### src/rtl/mq_pkg.sv
package mq_pkg;

    localparam int NUM_Q    = 4;
    localparam int QSEL_W   = $clog2(NUM_Q);
    localparam int RADDR_W  = 6;
    localparam int NULL_BIT = QSEL_W;

    typedef struct packed {
        logic              is_null;
        logic [QSEL_W-1:0] idx;
    } qsel_t;

    localparam qsel_t QSEL_NULL = '{is_null: 1'b1, idx: '0};

    function automatic qsel_t decode_raddr(input logic [RADDR_W-1:0] a);
        qsel_t s;
        s.is_null = a[NULL_BIT];
        s.idx     = a[QSEL_W-1:0];
        return s;
    endfunction

endpackage

### src/rtl/mq_queue_store.sv
module mq_queue_store #(
    parameter int DATA_W = 16,
    parameter int DEPTH  = 4
) (
    input  logic              clk,
    input  logic              rst,
    input  logic              push,
    input  logic [DATA_W-1:0] push_data,
    input  logic              pop,
    output logic [DATA_W-1:0] head,
    output logic              empty,
    output logic              full
);
    localparam int PTR_W = (DEPTH > 1) ? $clog2(DEPTH) : 1;
    localparam int CNT_W = $clog2(DEPTH + 1);

    logic [DATA_W-1:0] mem [DEPTH];
    logic [PTR_W-1:0]  wptr, rptr;
    logic [CNT_W-1:0]  count;
    logic              do_push, do_pop;

    assign empty   = (count == '0);
    assign full    = (count == CNT_W'(DEPTH));
    assign do_push = push && !full;
    assign do_pop  = pop && !empty;
    assign head    = mem[rptr];

    function automatic logic [PTR_W-1:0] bump(input logic [PTR_W-1:0] p);
        return (p == PTR_W'(DEPTH - 1)) ? '0 : p + 1'b1;
    endfunction

    always_ff @(posedge clk) begin
        if (do_push) mem[wptr] <= push_data;
    end

    always_ff @(posedge clk) begin
        if (rst) begin
            wptr  <= '0;
            rptr  <= '0;
            count <= '0;
        end else begin
            if (do_push) wptr <= bump(wptr);
            if (do_pop)  rptr <= bump(rptr);
            case ({do_push, do_pop})
                2'b10:   count <= count + 1'b1;
                2'b01:   count <= count - 1'b1;
                default: count <= count;
            endcase
        end
    end

    assert_no_overflow_R2: assert property (@(posedge clk) disable iff (rst)
        (push && full && !pop) |=> full);
    assert_count_bound_R2: assert property (@(posedge clk) disable iff (rst)
        count <= CNT_W'(DEPTH));
    assert_no_underflow_R6: assert property (@(posedge clk) disable iff (rst)
        pop |-> !empty);

endmodule

### src/rtl/mq_rd_select.sv
module mq_rd_select
    import mq_pkg::*;
(
    input  logic               clk,
    input  logic               rst,
    input  logic [RADDR_W-1:0] addr,
    input  logic               stb,
    output qsel_t              eff,
    output qsel_t              cur
);
    assign eff = stb ? decode_raddr(addr) : cur;

    always_ff @(posedge clk) begin
        if (rst) cur <= QSEL_NULL;
        else     cur <= eff;
    end

    assert_null_decode_R3: assert property (@(posedge clk) disable iff (rst)
        (stb && addr[NULL_BIT]) |=> cur.is_null);
    assert_sel_hold_R4: assert property (@(posedge clk) disable iff (rst)
        !stb |=> $stable(cur));

endmodule

### src/rtl/mq_read_port.sv
module mq_read_port
    import mq_pkg::*;
#(
    parameter int DATA_W = 16,
    parameter int DEPTH  = 4
) (
    input  logic               clk,
    input  logic               rst,
    input  logic               wr_en,
    input  logic [QSEL_W-1:0]  wr_qsel,
    input  logic [DATA_W-1:0]  wr_data,
    output logic               wr_full,
    input  logic [RADDR_W-1:0] rd_addr,
    input  logic               rd_addr_stb,
    input  logic               rd_en,
    output logic [DATA_W-1:0]  rd_data,
    output logic               rd_valid_n
);
    qsel_t             eff, cur;
    logic [NUM_Q-1:0]  q_empty, q_full, q_pop;
    logic [DATA_W-1:0] q_head [NUM_Q];
    logic              fetch;

    mq_rd_select u_sel (
        .clk  (clk),
        .rst  (rst),
        .addr (rd_addr),
        .stb  (rd_addr_stb),
        .eff  (eff),
        .cur  (cur)
    );

    assign fetch = rd_en && !eff.is_null && !q_empty[eff.idx];

    for (genvar q = 0; q < NUM_Q; q++) begin : g_queue
        assign q_pop[q] = fetch && (eff.idx == QSEL_W'(q));
        mq_queue_store #(.DATA_W(DATA_W), .DEPTH(DEPTH)) u_store (
            .clk       (clk),
            .rst       (rst),
            .push      (wr_en && (wr_qsel == QSEL_W'(q))),
            .push_data (wr_data),
            .pop       (q_pop[q]),
            .head      (q_head[q]),
            .empty     (q_empty[q]),
            .full      (q_full[q])
        );
    end

    assign wr_full = q_full[wr_qsel];

    always_ff @(posedge clk) begin
        if (rst) begin
            rd_data    <= '0;
            rd_valid_n <= 1'b1;
        end else if (fetch) begin
            rd_data    <= q_head[eff.idx];
            rd_valid_n <= 1'b0;
        end else if (rd_en || (rd_addr_stb && eff.is_null)) begin
            rd_valid_n <= 1'b1;
        end
    end

    assert_fetch_valid_R5: assert property (@(posedge clk) disable iff (rst)
        (rd_en && !eff.is_null && !q_empty[eff.idx]) |=> !rd_valid_n);
    assert_null_holds_R7: assert property (@(posedge clk) disable iff (rst)
        (rd_en && eff.is_null) |=> (rd_valid_n && $stable(rd_data)));
    assert_single_pop_R5: assert property (@(posedge clk) disable iff (rst)
        $onehot0(q_pop));
    assert_idle_hold_R8: assert property (@(posedge clk) disable iff (rst)
        (!rd_en && !rd_addr_stb) |=> ($stable(rd_data) && $stable(rd_valid_n)));

endmodule

### config.mk
export PLATFORM = sky130hd
export DESIGN_NAME = mq_read_port
export DESIGN_NICKNAME = d
export VERILOG_FILES = /design/src/rtl/mq_pkg.sv /design/src/rtl/mq_queue_store.sv /design/src/rtl/mq_rd_select.sv /design/src/rtl/mq_read_port.sv
export SDC_FILE = /design/constraint.sdc
export NUM_CORES = 1
export LEC_CHECK = 0
export ABC_AREA = 1
export BUFFER_PORTS_ARGS = -buffer_cell sky130_fd_sc_hd__buf_2
export CORE_MARGIN = 5
export CORE_UTILIZATION = 56
export CTS_CLUSTER_SIZE = 24
export DETAILED_ROUTE_END_ITERATION = 8
export GPL_ROUTABILITY_DRIVEN = 0
export PLACE_DENSITY_LB_ADDON = 0.3
export SLEW_MARGIN = 25
export SYNTH_ARGS = -nofsm -noshare
export SYNTH_HDL_FRONTEND = slang
export SYNTH_SLANG_ARGS = --single-unit
### constraint.sdc
create_clock -name clk -period 2.2 [get_ports clk]
set_input_delay 0.22 -clock clk [delete_from_list [all_inputs] [get_ports clk]]
set_output_delay 0.22 -clock clk [all_outputs]
set_load 0.005 [all_outputs]
==> impl_metrics.ini, run 1 <==
[run_status]
status = completed

[sta]
period_share_pct = 93.3
hold_viol_final = 0
fin_ws_ns = 0.146
slew_headroom_pct = 53.7
whs_ns = 0.0312
worstMarginPinSlew_ns = 0.694
clock_skew_ns = 0.0154
fin_crit_ns = 2.05
setup_tns_ns = 0
final_max_slew_viol_count = 0
rsz0062_at_grt = yes
finalSetupViolations = 0
fmax_mhz = 487

[logic_synthesis]
syn_avg_cell_area_um2 = 9.89
ys_ff_latch = 312
synth_xor_area_share_pct = 0
ys.flop_type = edfxtp_1
synthCells = 1368
async_flop_share_pct = 0
synthSimpleGateAreaFrac_pct = 18.9
synth_top_family_by_area = simple AND/OR/NAND/NOR gates
synth_compound_area_share_pct = 6.09
synth_nets = 1425
yosysTopAreaCell = edfxtp_1
yosysMostFrequentCell = nand2_1
synth_common_cells = nand2_1 (383), edfxtp_1 (256), nor2_1 (223)
synthAdderAreaFrac_pct = 2.81
ys_seq_area_share_pct = 65.1
yosys.area.top_type_share_pct = 56.8
synthDistinctLibCells = 32
syn_area_mm2 = 0.0135
synth-edff-count = 256
yosys-top-cells-area = edfxtp_1 (57%), nand2_1 (11%), dfxtp_1 (8.3%)
ys_warn_count = 0
synth_mux_area_share_pct = 0

[cts]
cts_buffer_depth = 3
clk_pin_slew_ns = 0.06
clock-root-buffer = clkbuf_16
clk_latency_ns = 0.51
tritoncts = yes
cts.sink_count = 312
cts_max_level = 2
cts_buffers = 34

[pwr]
irDropWorstVdd_mv = 0.833
p_leak_nw = 6.45
powerDensity_mw_per_mm2 = 838

[min_path]
hold_path.class = in -> reg

[worst_setup_path]
crit_top_cell = inv_1
critPathArrivalTime_ns = 2.45
required_ns = 2.59
startpoint_type = flop
worstPathCellList = inv_1 > nand2_2 > nor2_2 > nand2_1 > and2_1 > nand4_1 > inv_1 > ha_1 > inv_1 > fa_2 > a21oi_2 > o21ai_1 > o21ai_1 > a21oi_1
end_kind = flop
crit_type = reg -> reg
slowest_stage = dfxtp_1
crit_buf_inv = 3
critical-path-top-delay-family = adder cells
worstPathMaxFanout = 3
cp_slowest_stage_delay_ns = 0.35

[detailed_routing]
ant_nets = 0
met2WireLength_mm = 14.8
wl_met3_mm = 1.70
drt_iter0_markers = 857
first_pass_iters = 5
num_vias = 9314
top_layer_used = met4
drt_wl_total_mm = 30.0
drc = 0
route.layer.met1.wl_mm = 12.8
viasPerCell = 5.17
routedWlPerCell_um = 16.7

[floorplan]
start_util_pct = 57.3
io_pins = 47
core_mm2 = 0.0236
die_area_mm2 = 0.0274
die_width_um = 165
row_count = 56
dieHeight_um = 165

[placed_design]
dp.cells = 1741
dpl_worst_slack_ns = -0.0737
io_buffers = 43
dp.final_hpwl_mm = 18.9

[grt]
track_usage_pct = 22.7
grt_max_degree = 65
antenna_found_initial = 1
overflow = 0
grt_pass1_wl_mm = 47.7
first_global_vias = 9349

[flow_run]
maxCapViolCount = 0

[cells_and_area]
fillers = 1814
final_nets = 1516
layout-drive-gt1-share_pct = 13.0
post-route-util_pct = 65.7
area_growth_pct = 14.6
final_cells = 1801
diodes = 0
==> final cells by class <==
cell class                 instances  area, um^2  share of cell area (%)
clock inverter                    16         160                    1.03
inverter                         188         708                    4.57
clock buffer                      43         906                    5.84
multi-input combinational        819        3800                    24.5
tap                              319         399                    2.57
timing repair buffer             104         723                    4.66
sequential                       312        8810                    56.8
==> cells in the final DEF, fill, tap and decap left out, drive strengths merged, types with 4 or more instances in the layout <==
cell type / Yosys / final
nand2: 389 / 389
edfxtp: 256 / 256
nor2: 229 / 229
inv: 185 / 186
buf: 26 / 104
o21ai: 89 / 89
dfxtp: 56 / 56
clkbuf: 23 / 43
o211ai: 32 / 32
ha: 24 / 24
a21oi: 24 / 24
nand3: 15 / 15
clkinv: 3 / 12
nand4: 5 / 5
nor3: 4 / 4
fa: 4 / 4
==> report_power, final <==
group	switching, mW	total [mW]	internal (mW)
Combinational	0.659	0.967	0.309
Clock	2.19	5.46	3.27
Sequential	0.0569	6.56	6.51
Total	2.91	13.0	10.1
==> per-stage QoR <==
stage / total power [mW] / instance area, um^2
after floorplan: 7.24 / 13500
after global placement: 7.60 / 14400
final: 13.0 / 15500
after detailed placement: 7.63 / 14400
after global routing: 13.5 / 15500
after CTS: 13.1 / 15500
==> flip-flops by register name, indices dropped and copies added (netlist names), named ones only <==
| signal | flops |
|---|---|
| g_queue.u_store.mem | 256 |
| g_queue.u_store.count | 12 |
| u_sel.cur | 3 |
| rd_valid_n | 1 |
| g_queue.u_store.wptr | 8 |
| rd_data | 16 |
| g_queue.u_store.rptr | 8 |
==> layer usage <==
layer / vias to the layer above / track usage (%)
li1: 4569 / -
met1: 4428 / 30.3
met2: 252 / 38.8
met3: 65 / 3.08
met4: 0 / 7.42
met5: - / 0
==> worst paths after layout <==
path	to	slack (ns)	start	cells past startpoint
worst max-delay path	g_queue[2].u_store.count[2]$_SDFFE_PP0P_	0.15	g_queue[3].u_store.count[0]$_SDFFE_PP0P_	14
worst min-delay path	g_queue[1].u_store.count[1]$_SDFFE_PP0P_	0.03	rst	2
worst max register to register	g_queue[2].u_store.count[2]$_SDFFE_PP0P_	0.15	g_queue[3].u_store.count[0]$_SDFFE_PP0P_	14
worst min register to register	g_queue[2].u_store.count[0]$_SDFFE_PP0P_	0.43	g_queue[2].u_store.count[0]$_SDFFE_PP0P_	1
==> cells by family (layout without fill, tap and decap cells) <==
logic type	Yosys count	after routing
AO/OA/AOI/OAI	147	147
adder cells (fa/ha/maj)	28	28
buffers and inverters	237	351
flip-flops	312	312
AND/OR/NAND/NOR	644	644
==> what timing repair did <==
item / 4_1_cts / 5_1_grt
hold buffers: 0 / 0
setup buffers: 0 / 1
setup endpoints to repair: 0 / 6
gates resized for setup: 0 / 25
Power figures use the tool's default switching activity.
==> inputs of run 2 (changes only) <==
--- a/config.mk
+++ b/config.mk
@@ -8,11 +8,12 @@
 export ABC_AREA = 1
 export BUFFER_PORTS_ARGS = -buffer_cell sky130_fd_sc_hd__buf_2
 export CORE_MARGIN = 5
-export CORE_UTILIZATION = 56
+export CORE_UTILIZATION = 37
 export CTS_CLUSTER_SIZE = 24
 export DETAILED_ROUTE_END_ITERATION = 8
 export GPL_ROUTABILITY_DRIVEN = 0
 export PLACE_DENSITY_LB_ADDON = 0.3
+export SKIP_CTS_REPAIR_TIMING = 1
 export SLEW_MARGIN = 25
 export SYNTH_ARGS = -nofsm -noshare
 export SYNTH_HDL_FRONTEND = slang
==> run 2 against run 1 <==
Against the previous run: utilization shrank 22 points; critical path depth up 1; routed wire length increased by 2.1%; sequential power is essentially flat; worst hold slack got worse by 0.010 ns; critical endpoint is now g_queue[3].u_store.count[2]$_SDFFE_PP0P_; largest power group unchanged.
==> impl_metrics.ini, run 2 (same netlist as run 1, synthesis figures left out) <==
[detailed_routing]
routedWlPerCell_um = 15.7
viasPerCell = 4.65
drt_iter0_markers = 598
num_vias = 9092
ant_nets = 0
first_pass_iters = 5
drc = 0
drt_wl_total_mm = 30.7

[placed_design]
io_buffers = 43
dpl_cell_area_mm2 = 0.0146
dp.cells = 1893
dp.final_hpwl_mm = 19.7

[cells_and_area]
diodes = 0
final_area_mm2 = 0.0158
final_nets = 1521
largest_reg_flops = 256
area_growth_pct = 16.5
mostFrequentLayoutCells = nand2_1 (382), edfxtp_1 (256), nor2_1 (221), inv_1 (179), o21ai_0 (65)
largest-register = g_queue.u_store.mem
reg_top3 = g_queue.u_store.mem (256), rd_data (16), g_queue.u_store.count (12)
multi_input_area_mm2 = 0.00380
fillers = 3417
final_common_cell = nand2_1
layout-drive-gt1-share_pct = 13.4
seqCellArea_mm2 = 0.00882
post-route-util_pct = 43.4
final_cells = 1956

[sta]
period_share_pct = 97.3
clock_skew_ns = 0.0176
fin_crit_ns = 2.14
slew_headroom_pct = 65.5
worstMarginPinSlew_ns = 0.516
finalSetupViolations = 0
fmax_mhz = 467
hold_viol_final = 0
final_max_slew_viol_count = 0
rsz0062_at_grt = yes

[run_status]
status = completed

[min_path]
min_to = u_sel.cur[1]$_SDFF_PP0_
min_from = rst
hold_depth = 2
hold_path.class = in -> reg

[worst_setup_path]
critPathArrivalTime_ns = 2.54
startpoint_type = flop
worstPathMaxFanout = 4
timing.rr.start = u_sel.cur[0]$_SDFF_PP0_
crit_type = reg -> reg
crit_start = u_sel.cur[0]$_SDFF_PP0_
required_ns = 2.60
slowest_stage = fa_2
reg2reg_slack_ns = 0.06
end_kind = flop
r2r-end = g_queue[3].u_store.count[2]$_SDFFE_PP0P_
cp_slowest_stage_delay_ns = 0.37
worst-r2r-cell-count = 15
worstPathCellList = inv_2 > nand2_2 > nand2_4 > buf_6 > nand2_1 > and2_4 > nand4_1 > inv_1 > ha_2 > inv_4 > fa_2 > a21oi_2 > o21ai_2 > o21ai_1 > a21oi_1

[flow_run]
maxCapViolCount = 0

[floorplan]
core_mm2 = 0.0363
dieHeight_um = 201
io_pins = 47
die_area_mm2 = 0.0405
die_width_um = 201
row_count = 70
start_util_pct = 37.2

[grt]
overflow = 0
track_usage_pct = 14.8
grt_pass1_wl_mm = 47.7
first_global_vias = 8653
antenna_found_initial = 1
grt_max_degree = 65

[cts]
cts_buffer_depth = 3
tritoncts = yes
clk_latency_ns = 0.52
cts_buffers = 34
cts.sink_count = 312
clk_pin_slew_ns = 0.06
cts_max_level = 2
clock-root-buffer = clkbuf_16

[pwr]
irDropWorstVdd_mv = 0.591
powerDensity_mw_per_mm2 = 815
p_leak_nw = 6.49
==> run 2: changes by cell type in the layout (fill, tap and decap cells not counted), sizes merged <==
| cell | change |
|---|---|
| clkinvlp | -3 |
| inv | +1 |
| bufinv | -2 |
| clkbuf | -1 |
| clkinv | +6 |
| buf | +5 |
==> run 2: worst max-delay path, delay by kind of cell, from the launching register on <==
kind                     cells  cell delay (ns)
AO/OA/AOI/OAI                4             0.40
adder cells (fa/ha/maj)      2             0.57
buffers and inverters        4             0.30
flip-flops                   1             0.33
AND/OR/NAND/NOR              5             0.43
==> run 2: worst max-delay path by stage <==
stage / endpoint / slack (ns)
floorplan: g_queue[1].u_store.count[2]$_SDFFE_PP0P_ / 0.12
global placement: g_queue[0].u_store.count[2]$_SDFFE_PP0P_ / -0.06
detailed placement: g_queue[2].u_store.count[2]$_SDFFE_PP0P_ / -0.14
CTS: g_queue[2].u_store.count[2]$_SDFFE_PP0P_ / -0.09
global route: g_queue[3].u_store.count[2]$_SDFFE_PP0P_ / -0.06
finish: g_queue[3].u_store.count[2]$_SDFFE_PP0P_ / 0.06
==> run 2: metrics by stage <==
step,setup WS [ns],power (mW),hold slack [ns],TNS [ns]
floorplan,0.122,7.24,0.292,0
global placement,-0.0557,7.65,0.434,-0.0821
detailed placement,-0.144,7.67,0.443,-0.417
CTS,-0.0904,13.0,0.0150,-0.151
global route,-0.0568,13.3,0.0485,-0.102
finish,0.0604,12.8,0.0212,0
==> run 2: cell type report <==
type	count	area share (%)
sequential	312	56.0
multi-input combinational	819	24.1
clock buffer	42	5.72
timing repair buffer	109	5.17
inverter	188	4.51
tap	468	3.72
clock inverter	18	0.810
==> run 2: per-layer routing <==
metal  vias to the layer above  track usage (%)  wire (um)
met2                       180             25.3      14800
met1                      4293             20.0      14000
met5                         -                0         20
met4                         2             3.37        503
met3                        34             2.16       1280
li1                       4583                -          -
==> run 2: power breakdown <==
part	total, mW	switching, mW	internal, mW
clock	5.29	2.25	3.04
combinational	0.992	0.661	0.331
sequential	6.56	0.0569	6.51
==> inputs of run 3 (changes only) <==
==> constraint.sdc (replaced) <==
create_clock -name clk -period 1.9 [get_ports clk]
set_input_delay 0.19 -clock clk [delete_from_list [all_inputs] [get_ports clk]]
set_output_delay 0.19 -clock clk [all_outputs]
set_load 0.005 [all_outputs]
==> run 3 against run 2 <==
Against the previous run: clock skew decreased by 0.00098 ns; fmax decreased by 0.14%; non-clock buffer count increased by 16; worst hold slack got worse by 0.014 ns; the run now ends with setup timing left; setup slack got worse by 0.30 ns; largest cell class unchanged; via count increased by 1.3%; total power increased by 23%; critical path depth decreased by 1; sequential cell count unchanged; combinational power increased by 24%; global-route usage increased by 0.32 points; routed wire length increased by 1.9%.
==> impl_metrics.ini, run 3 (same netlist as run 1, synthesis figures left out) <==
[detailed_routing]
num_vias = 9210
drc = 0
ant_nets = 0
drt_iter0_markers = 526
viasPerCell = 4.67
first_pass_iters = 4
drt_wl_total_mm = 31.2
routedWlPerCell_um = 15.8

[sta]
hold_viol_final = 0
fin_crit_ns = 2.14
period_share_pct = 113
fin_ws_ns = -0.243
worstMarginPinSlew_ns = 0.517
finalSetupViolations = 7
slew_headroom_pct = 65.5
final_max_slew_viol_count = 0
rsz0062_at_grt = yes
fmax_mhz = 467
clock_skew_ns = 0.0166

[placed_design]
dpl_cell_area_mm2 = 0.0149
io_buffers = 43
dp.final_hpwl_mm = 19.9
dpl_worst_slack_ns = -0.254
dp.cells = 1903

[cells_and_area]
largest_reg_flops = 256
final_area_mm2 = 0.0164
final_nets = 1537
area_growth_pct = 21.0
final_common_cell = nand2_1
diodes = 0
fillers = 3322
layout-drive-gt1-share_pct = 17.1
largest-register = g_queue.u_store.mem
final_cells = 1972
mostFrequentLayoutCells = nand2_1 (378), edfxtp_1 (256), nor2_1 (211), inv_1 (170), o21ai_0 (64)
reg_top3 = g_queue.u_store.mem (256), rd_data (16), g_queue.u_store.count (12)

[min_path]
hold_path.class = in -> reg

[floorplan]
io_pins = 47
core_mm2 = 0.0363
die_area_mm2 = 0.0405
die_width_um = 201
row_count = 70
dieHeight_um = 201
start_util_pct = 37.2

[grt]
grt_max_degree = 65
first_global_vias = 8734
grt_pass1_wl_mm = 48.3
antenna_found_initial = 0
overflow = 0
track_usage_pct = 15.1

[run_status]
violations = setup timing
status = finished, violations left

[worst_setup_path]
end_kind = flop
critical-path-top-delay-family = adder cells
required_ns = 2.28
crit_type = reg -> reg
cp_slowest_stage_delay_ns = 0.38
worstPathCellList = inv_2 > nand2_2 > nand2_4 > nand2_2 > and2_4 > nand4_1 > inv_1 > ha_2 > inv_2 > fa_2 > a21oi_2 > o21ai_2 > o21ai_1 > a21oi_1
crit_buf_inv = 3
critPathArrivalTime_ns = 2.52
startpoint_type = flop
worstPathMaxFanout = 6
slowest_stage = fa_2

[cts]
clk_latency_ns = 0.51
cts.sink_count = 312
clock-root-buffer = clkbuf_16
cts_buffer_depth = 3
cts_max_level = 2
cts_buffers = 34
tritoncts = yes
clk_pin_slew_ns = 0.06

[pwr]
pwr-share-clk_pct = 43.9
cell_internal_pwr_mw = 12.3
powerDensity_mw_per_mm2 = 963
p_leak_nw = 6.68
pwr-share-comb_pct = 7.8
p_sw_mw = 3.47
seqPwrFrac_pct = 48.3
p_total_mw = 15.8
irDropWorstVdd_mv = 0.906
p_sw_share_pct = 22.0

[flow_run]
maxCapViolCount = 0
run 3: cell types whose count changed in the layout (fill, tap and decap cells not counted), sizes merged:
cell and change:
buf +15, bufinv +6, clkbuf -3, clkinv -5
clkinvlp +3, dlygate4sd3 +1, inv -1
run 3: cell type report:
class / instances / area (um^2) / share of cell area [%]
Tap cell: 468 / 586 / 3.58
Sequential cell: 312 / 8820 / 53.9
Clock buffer: 39 / 891 / 5.44
Timing Repair Buffer: 125 / 1120 / 6.82
Clock inverter: 21 / 289 / 1.77
Inverter: 188 / 713 / 4.36
Multi-Input combinational cell: 819 / 3950 / 24.1
run 3: path summary, 6_finish.rpt:
| path | slack, ns | cells after the start | to | from |
|---|---|---|---|---|
| min reg2reg | 0.46 | 2 | u_sel.cur[2]$_SDFF_PP1_ | u_sel.cur[2]$_SDFF_PP1_ |
| min | 0.008 | 5 | rd_valid_n$_SDFFE_PP1P_ | rd_en |
| max | -0.24 | 14 | g_queue[2].u_store.count[2]$_SDFFE_PP0P_ | u_sel.cur[0]$_SDFF_PP0_ |
| max reg2reg | -0.24 | 14 | g_queue[2].u_store.count[2]$_SDFFE_PP0P_ | u_sel.cur[0]$_SDFF_PP0_ |
run 3: per-stage QoR:
stage          util (%)  setup TNS [ns]  hold WS (ns)
4_1_cts            44.4           -1.13       -0.0304
2_1_floorplan         -          -0.311         0.255
3_5_place_dp       41.1           -1.41         0.443
5_1_grt            45.0           -1.58        0.0399
3_3_place_gp       41.1           -1.03         0.445
6_report           45.0          -0.682       0.00752
run 3: routing by layer:
metal | part of all wire, % | GRT usage (%) | wire (um) | vias to the layer above
met4 | 2.6 | 4.59 | 812 | 0
li1 | - | - | - | 4624
met2 | 48 | 25.5 | 15000 | 189
met1 | 45 | 20.3 | 13900 | 4338
met5 | 0 | 0 | 0 | -
met3 | 4.7 | 2.26 | 1470 | 59
run 3: worst register-to-register path: cells and delay by family (launching register included):
family / cells / cell delay, ns
adder cells (fa/ha/maj): 2 / 0.55
AND/OR/NAND/NOR: 5 / 0.48
AO/OA/AOI/OAI: 4 / 0.48
flip-flops: 1 / 0.33
buffers and inverters: 3 / 0.19
run 3: power groups by stage:
stage	Combinational [mW]	Clock, mW	Sequential, mW
2_1_floorplan	0.660	0	7.73
6_report	1.23	6.92	7.61
3_5_place_dp	1.16	0	7.75
3_3_place_gp	1.14	0	7.75
5_1_grt	1.39	7.35	7.62
4_1_cts	1.17	7.08	7.61
